### config.mk
export PLATFORM = sky130hd
export DESIGN_NAME = tod_clock
export DESIGN_NICKNAME = d
export VERILOG_FILES = /design/src/rtl/tod_pkg.sv /design/src/rtl/tod_rate_accum.sv /design/src/rtl/tod_ns_counter.sv /design/src/rtl/tod_snapshot.sv /design/src/rtl/tod_clock.sv
export SDC_FILE = /design/constraint.sdc
export NUM_CORES = 1
export LEC_CHECK = 0
export CORE_ASPECT_RATIO = 0.6
export CORE_MARGIN = 2
export CORE_UTILIZATION = 60
export DETAILED_ROUTE_END_ITERATION = 8
export DONT_BUFFER_PORTS = 1
export PLACE_DENSITY = 0.76
export SLEW_MARGIN = 15
export SYNTH_ARGS = -nofsm -noshare
export SYNTH_HDL_FRONTEND = slang
export SYNTH_SLANG_ARGS = --single-unit
### constraint.sdc
create_clock -name clk -period 11.9 [get_ports clk]
set_clock_uncertainty 0.2 [all_clocks]
set_input_delay 0 -clock clk [delete_from_list [all_inputs] [get_ports clk]]
set_output_delay 0 -clock clk [all_outputs]
set_load 0.05 [all_outputs]
### src/rtl/tod_pkg.sv
package tod_pkg;
   // Word select on the register port
   typedef enum logic [2:0] {
      REG_RESID = 3'd0,
      REG_LOW   = 3'd1,
      REG_HIGH  = 3'd2,
      REG_RATE  = 3'd3,
      REG_CTRL  = 3'd4
   } tod_reg_e;
endpackage

### src/rtl/tod_rate_accum.sv
module tod_rate_accum #(
   parameter int unsigned FRAC_W = 32,
   parameter bit          ADJ_EN = 1'b1
) (
   input  logic              clk,
   input  logic              rst,
   input  logic              run_i,
   input  logic              clr_i,
   input  logic              set_i,
   input  logic [FRAC_W-1:0] set_val_i,
   input  logic [FRAC_W-1:0] rate_i,
   output logic [FRAC_W-1:0] acc_o,
   output logic              carry_o,
   output logic              neg_o
);
   localparam int unsigned MAG_W = FRAC_W - 1;

   logic [FRAC_W-1:0] acc_q;
   logic [FRAC_W:0]   sum_c;

   generate
      if (FRAC_W < 2) begin : g_bad_frac
         $error("tod_rate_accum: FRAC_W must be at least 2");
      end
      if (ADJ_EN) begin : g_adj
         assign sum_c   = {1'b0, acc_q} + {2'b0, rate_i[MAG_W-1:0]};
         assign neg_o   = rate_i[FRAC_W-1];
      end else begin : g_fixed
         assign sum_c   = {1'b0, acc_q};
         assign neg_o   = 1'b0;
      end
   endgenerate

   assign carry_o = sum_c[FRAC_W];
   assign acc_o   = acc_q;

   always_ff @(posedge clk) begin
      if (rst)        acc_q <= '0;
      else if (clr_i) acc_q <= '0;
      else if (set_i) acc_q <= set_val_i;
      else if (run_i) acc_q <= sum_c[FRAC_W-1:0];
   end

   AST_ACC_CLEAR: assert property (@(posedge clk) disable iff (rst)
      clr_i |=> acc_q == '0);
   AST_ACC_HOLD: assert property (@(posedge clk) disable iff (rst)
      (!run_i && !clr_i && !set_i) |=> $stable(acc_q));
   AST_ACC_SET: assert property (@(posedge clk) disable iff (rst)
      (set_i && !clr_i) |=> acc_q == $past(set_val_i));
endmodule

### src/rtl/tod_ns_counter.sv
module tod_ns_counter #(
   parameter int unsigned NS_W      = 40,
   parameter int unsigned BASE_STEP = 8
) (
   input  logic            clk,
   input  logic            rst,
   input  logic            run_i,
   input  logic            load_i,
   input  logic [NS_W-1:0] load_val_i,
   input  logic            carry_i,
   input  logic            neg_i,
   output logic [NS_W-1:0] ns_o
);
   localparam logic [NS_W-1:0] STEP_NOM  = NS_W'(BASE_STEP);
   localparam logic [NS_W-1:0] STEP_LONG = NS_W'(BASE_STEP + 1);
   localparam logic [NS_W-1:0] STEP_SHRT = NS_W'(BASE_STEP - 1);

   logic [NS_W-1:0] ns_q;
   logic [NS_W-1:0] step_c;

   generate
      if (BASE_STEP < 2 || BASE_STEP > 65535) begin : g_bad_step
         $error("tod_ns_counter: BASE_STEP out of range");
      end
   endgenerate

   always_comb begin
      step_c = STEP_NOM;
      if (carry_i) step_c = neg_i ? STEP_SHRT : STEP_LONG;
   end

   always_ff @(posedge clk) begin
      if (rst)         ns_q <= '0;
      else if (load_i) ns_q <= load_val_i;
      else if (run_i)  ns_q <= ns_q + step_c;
   end

   assign ns_o = ns_q;

   AST_HALT_HOLD: assert property (@(posedge clk) disable iff (rst)
      (!run_i && !load_i) |=> $stable(ns_q));
   AST_STEP_NOM: assert property (@(posedge clk) disable iff (rst)
      (run_i && !load_i && !carry_i) |=> ns_q == $past(ns_q) + STEP_NOM);
   AST_STEP_LONG: assert property (@(posedge clk) disable iff (rst)
      (run_i && !load_i && carry_i && !neg_i) |=> ns_q == $past(ns_q) + STEP_LONG);
   AST_STEP_SHORT: assert property (@(posedge clk) disable iff (rst)
      (run_i && !load_i && carry_i && neg_i) |=> ns_q == $past(ns_q) + STEP_SHRT);
   AST_LOAD_WINS: assert property (@(posedge clk) disable iff (rst)
      load_i |=> ns_q == $past(load_val_i));
endmodule

### src/rtl/tod_snapshot.sv
module tod_snapshot #(
   parameter int unsigned NS_W = 40
) (
   input  logic            clk,
   input  logic            rst,
   input  logic            snap_i,
   input  logic [NS_W-1:0] ns_i,
   output logic [NS_W-1:0] shadow_o
);
   logic [NS_W-1:0] shadow_q;

   always_ff @(posedge clk) begin
      if (rst)         shadow_q <= '0;
      else if (snap_i) shadow_q <= ns_i;
   end

   assign shadow_o = shadow_q;

   AST_SNAP_TAKE: assert property (@(posedge clk) disable iff (rst)
      snap_i |=> shadow_q == $past(ns_i));
   AST_SNAP_HOLD: assert property (@(posedge clk) disable iff (rst)
      !snap_i |=> $stable(shadow_q));
endmodule

### src/rtl/tod_clock.sv
module tod_clock
   import tod_pkg::*;
#(
   parameter int unsigned NS_W      = 40,
   parameter int unsigned DATA_W    = 32,
   parameter int unsigned BASE_STEP = 8,
   parameter bit          ADJ_EN    = 1'b1
) (
   input  logic              clk,
   input  logic              rst,
   input  logic              bus_rd,
   input  logic              bus_wr,
   input  logic [2:0]        bus_addr,
   input  logic [DATA_W-1:0] bus_wdata,
   output logic [DATA_W-1:0] bus_rdata,
   output logic [NS_W-1:0]   tod_ns
);
   localparam int unsigned HI_W   = NS_W - DATA_W;
   localparam int unsigned FRAC_W = DATA_W;
   localparam int unsigned HALT_B = DATA_W - 1;

   generate
      if (NS_W <= DATA_W || NS_W >= 2 * DATA_W) begin : g_bad_ns
         $error("tod_clock: NS_W must lie strictly between DATA_W and 2*DATA_W");
      end
   endgenerate

   logic [FRAC_W-1:0] rate_q;
   logic              halt_q;
   logic [DATA_W-1:0] pend_lo_q;
   logic [DATA_W-1:0] rdata_q;
   logic [DATA_W-1:0] rd_val_c;
   logic [FRAC_W-1:0] acc_w;
   logic              carry_w;
   logic              neg_w;
   logic [NS_W-1:0]   ns_w;
   logic [NS_W-1:0]   shadow_w;

   logic wr_resid, wr_low, wr_high, wr_rate, wr_ctrl, rd_resid, run_w;

   assign wr_resid = bus_wr && (bus_addr == REG_RESID);
   assign wr_low   = bus_wr && (bus_addr == REG_LOW);
   assign wr_high  = bus_wr && (bus_addr == REG_HIGH);
   assign wr_rate  = bus_wr && (bus_addr == REG_RATE);
   assign wr_ctrl  = bus_wr && (bus_addr == REG_CTRL);
   assign rd_resid = bus_rd && (bus_addr == REG_RESID);
   assign run_w    = !halt_q;

   always_ff @(posedge clk) begin
      if (rst) begin
         rate_q    <= '0;
         halt_q    <= 1'b1;
         pend_lo_q <= '0;
      end else begin
         if (wr_rate) rate_q    <= bus_wdata;
         if (wr_ctrl) halt_q    <= bus_wdata[HALT_B];
         if (wr_low)  pend_lo_q <= bus_wdata;
      end
   end

   tod_rate_accum #(.FRAC_W(FRAC_W), .ADJ_EN(ADJ_EN)) u_accum (
      .clk       (clk),
      .rst       (rst),
      .run_i     (run_w),
      .clr_i     (wr_high),
      .set_i     (wr_resid),
      .set_val_i (bus_wdata),
      .rate_i    (rate_q),
      .acc_o     (acc_w),
      .carry_o   (carry_w),
      .neg_o     (neg_w)
   );

   tod_ns_counter #(.NS_W(NS_W), .BASE_STEP(BASE_STEP)) u_count (
      .clk        (clk),
      .rst        (rst),
      .run_i      (run_w),
      .load_i     (wr_high),
      .load_val_i ({bus_wdata[HI_W-1:0], pend_lo_q}),
      .carry_i    (carry_w),
      .neg_i      (neg_w),
      .ns_o       (ns_w)
   );

   tod_snapshot #(.NS_W(NS_W)) u_snap (
      .clk      (clk),
      .rst      (rst),
      .snap_i   (rd_resid),
      .ns_i     (ns_w),
      .shadow_o (shadow_w)
   );

   always_comb begin
      case (tod_reg_e'(bus_addr))
         REG_RESID: rd_val_c = acc_w;
         REG_LOW:   rd_val_c = shadow_w[DATA_W-1:0];
         REG_HIGH:  rd_val_c = DATA_W'(shadow_w[NS_W-1:DATA_W]);
         REG_RATE:  rd_val_c = rate_q;
         REG_CTRL:  rd_val_c = {halt_q, {(DATA_W-1){1'b0}}};
         default:   rd_val_c = '0;
      endcase
   end

   always_ff @(posedge clk) begin
      if (rst)         rdata_q <= '0;
      else if (bus_rd) rdata_q <= rd_val_c;
   end

   assign bus_rdata = rdata_q;
   assign tod_ns    = ns_w;

   AST_RSV_ZERO: assert property (@(posedge clk) disable iff (rst)
      (bus_rd && bus_addr == REG_HIGH) |=> bus_rdata[DATA_W-1:HI_W] == '0);
   AST_RDATA_HOLD: assert property (@(posedge clk) disable iff (rst)
      !bus_rd |=> $stable(bus_rdata));
   AST_LOW_NO_LOAD: assert property (@(posedge clk) disable iff (rst)
      (wr_low && !wr_high && halt_q) |=> $stable(tod_ns));
endmodule

==> flow_summary.toml <==
[outcome]
status = "complete, no violations"

[logic_synthesis]
synthArstFlopShare_pct = 0
yosysTopAreaCell = "dfxtp_1"
syn_inst = 1387
ys_warn_count = 0
synthAdderAreaFrac_pct = 4.07
syn-mean-instance-area_um2 = 7.88
yosys-top-cells-area = "dfxtp_1 38%, nand2_1 10%, a21oi_1 8.5%"
synth-xor-area-share_pct = 4.41
synthDistinctLibCells = 70
synth.area.mux_share_pct = 4.95
ys_seq_area_share_pct = 38.3
synth_edf_count = 0
synth_top_area_share_pct = 38.3
synth_top_family_by_area = "simple AND/OR/NAND/NOR gates"
syn-num-nets = 1461
ys_seq_elements = 209
synth_top_flop_cell = "dfxtp_1"
synth-simple-area-share_pct = 23.4
synth_area_mm2 = 0.0109
synth_compound_area_share_pct = 20.8

[clocking]
clock_latency_ns = 0.51
clockRootBuffer = "clkbuf_16"
clkTransAtPathRegs_ns = 0.06
htreeDepth = 1
cts_sinks = 209
cts_post_setup_buffers_inserted = 0
cts_tree = "yes"
cts-buffers-inserted = 21
cts.repair.resized = 0
clockBufferDepth = 3

[placement]
portBuffers = 0
post_dp_cell_area_mm2 = 0.0109
dpl.cell_count = 1544
place_congestion = 0.911
dp_hpwl_um = 22000

[power]
power_density_mw_per_mm2 = 130
total_leakage_power_nw = 4.46
ir_drop_mv = 0.0902

[finish]
instances_no_fill = 1654
nets = 1472
final_common_cell = "nand2_1"
design_area_mm2 = 0.0125
drive_above_1_share_pct = 6.51
layout_common_cells = "296 x nand2_1, 208 x dfxtp_1, 186 x a21oi_1, 117 x nor2_1, 67 x dlygate4sd3_1"
area_growth_pct = 13.9

[drt]
drt_first_pass_iters = 6
post-route-drc-count = 0
wl_met3_um = 5500
drt_iter0_drc = 1289
routedWlPerCell_um = 21.0
wl_met2_um = 13300
wl_met1_um = 15200
dr_total_vias = 10300
maxUsedRoutingLayer = "met5"
post_drt_via_cell_ratio = 6.24
wirelength_um = 34800
antenna_left = 0

[worst_setup_path]
slowest_stage = "a221o_2"
cpLargestDelayFamily = "compound AO/OA/AOI/OAI gates"
cpMostUsedCell = "ha_1"
worstPathMaxFanout = 23
worst-path-buf-inv = 0
critPathLaunchType = "register"
crit_type = "reg2reg"
max_stage_delay_ns = 0.60
path_cells = "ha_1, fa_1, a21oi_1, o2111ai_2, o21ba_4, o21ba_4, a21o_2, nand2_1, nand2_1, ha_1, ha_1, o221ai_1, a221o_2, and2b_2, xnor2_1, a211oi_1"
end_kind = "register"
crit_required_ns = 12.12
arrival_ns = 4.80

[sta]
min_period_ns = 4.57
worst_pin_slew_ns = 1.05
maxSlewHeadroom_pct = 29.9
fin_tns_setup_ns = 0
rsz0062_at_grt = "no"
clock.fmax_ghz = 0.219
hold_viol = 0
period_share_pct = 38.4
setup_viol = 0
slew_violations = 0

[floorplan]
num_rows = 38
die_width_um = 178
initial_core_util_pct = 60.8
ioPinCount = 111
die_h_um = 109
die-area_mm2 = 0.0194
coreArea_mm2 = 0.0180

[global_routing]
antenna_found_initial = 2
grt_pass1_wl_um = 53300
grt_max_degree = 179
grt_pass1_vias = 9203
overflow = 0
grt.total_usage_pct = 35.8

[hold_path]
hold_class = "in2reg"

[run]
maxCapViolations = 0
cell families after synthesis:
| family | count (synthesis) |
|---|---|
| flops | 209 |
| xor+xnor | 55 |
| mux | 44 |
| fa+ha+maj | 35 |
| buf+inv | 105 |
| compound gates | 373 |
| simple gates | 566 |
path summary, 6_finish.rpt:
path | endpoint | from | slack (ns) | cells past startpoint
setup / recovery | u_count.ns_o[8] | rate_q[0] | 7.33 | 16
hold / removal | bus_rdata[24] | bus_addr[1] | 0.006 | 6
setup reg to reg | u_count.ns_o[8] | rate_q[0] | 7.33 | 16
hold reg to reg | u_snap.shadow_o[33] | u_snap.shadow_o[33] | 0.26 | 2
metal layers:
| layer | global-route usage [%] | up-vias |
|---|---|---|
| li1 | - | 4858 |
| met1 | 53.9 | 4758 |
| met2 | 47.4 | 607 |
| met3 | 13.3 | 94 |
| met4 | 8.65 | 2 |
| met5 | 0 | - |
power breakdown:
| group | switching (W) | total [W] | internal (W) |
|---|---|---|---|
| Clock | 0.000288 | 0.000732 | 0.000445 |
| Sequential | 0.0000360 | 0.000751 | 0.000715 |
| Combinational | 0.0000829 | 0.000130 | 0.0000474 |
synth_stat cells, drive strengths merged, types with 2 or more instances:
master and n:
a211oi 41, or3 12, o21a 3, mux2i 35, nand3 29, nor3 18, a211o 2, mux4 8
o21ai 69, a21o 7, xnor2 32, nand2b 5, a31o 2, o21ba 2, o221ai 2, xor2 23
nor4b 2, nand3b 2, o2111ai 2, a21boi 4, nand4 8, nor3b 10, clkbuf 78, a21oi 186
and3 11, inv 8, nor4 2, dfxtp 209, nor2 117, nor2b 38, ha 34, a31oi 5
and4 4, a311oi 12, nand2 296, o211ai 20, o211a 2, and2 9, o31a 4, buf 18
area by class of cell:
type / count / area (um^2)
Multi-Input combinational cell: 1073 / 6320
Clock inverter: 6 / 134
Antenna cell: 1 / 2.50
Clock buffer: 32 / 617
Timing Repair Buffer: 84 / 863
Tap cell: 240 / 300
Sequential cell: 209 / 4190
Inverter: 9 / 33.8
Fill cell: 1403 / 5510
worst reg2reg max path, stage by stage, from the launching register on:
cell and delay [ns]:
dfxtp_1 0.33, ha_1 0.24, fa_1 0.42, a21oi_1 0.27, o2111ai_2 0.21, o21ba_4 0.25
o21ba_4 0.25, a21o_2 0.20, nand2_1 0.06, nand2_1 0.05, ha_1 0.24, ha_1 0.26
o221ai_1 0.23, a221o_2 0.60, and2b_2 0.30, xnor2_1 0.12, a211oi_1 0.23
flip-flops by register name (all words and copies together) (netlist names):
register         count
halt_q               1
bus_rdata           32
rate_q              32
pend_lo_q           32
u_count.ns_o        40
u_snap.shadow_o     40
u_accum.acc_o       32
through the flow:
step                      total power [W]  hold WS [ns]  setup slack, ns  util [%]
after floorplan                  0.000840       -0.0640             7.98         -
after global placement           0.000845        -0.121             7.55      60.9
after CTS                         0.00161       0.00138             7.37      69.3
after global routing              0.00165        0.0634             7.13      69.3
final                             0.00161       0.00562             7.33      69.3
after detailed placement         0.000847        -0.117             7.41      60.9
what timing repair did:
action,CTS,global route
hold buffers,71,0
setup endpoints to repair,0,0
hold endpoints to repair,209,0
Note: power is estimated with default switching activity, not from simulation.
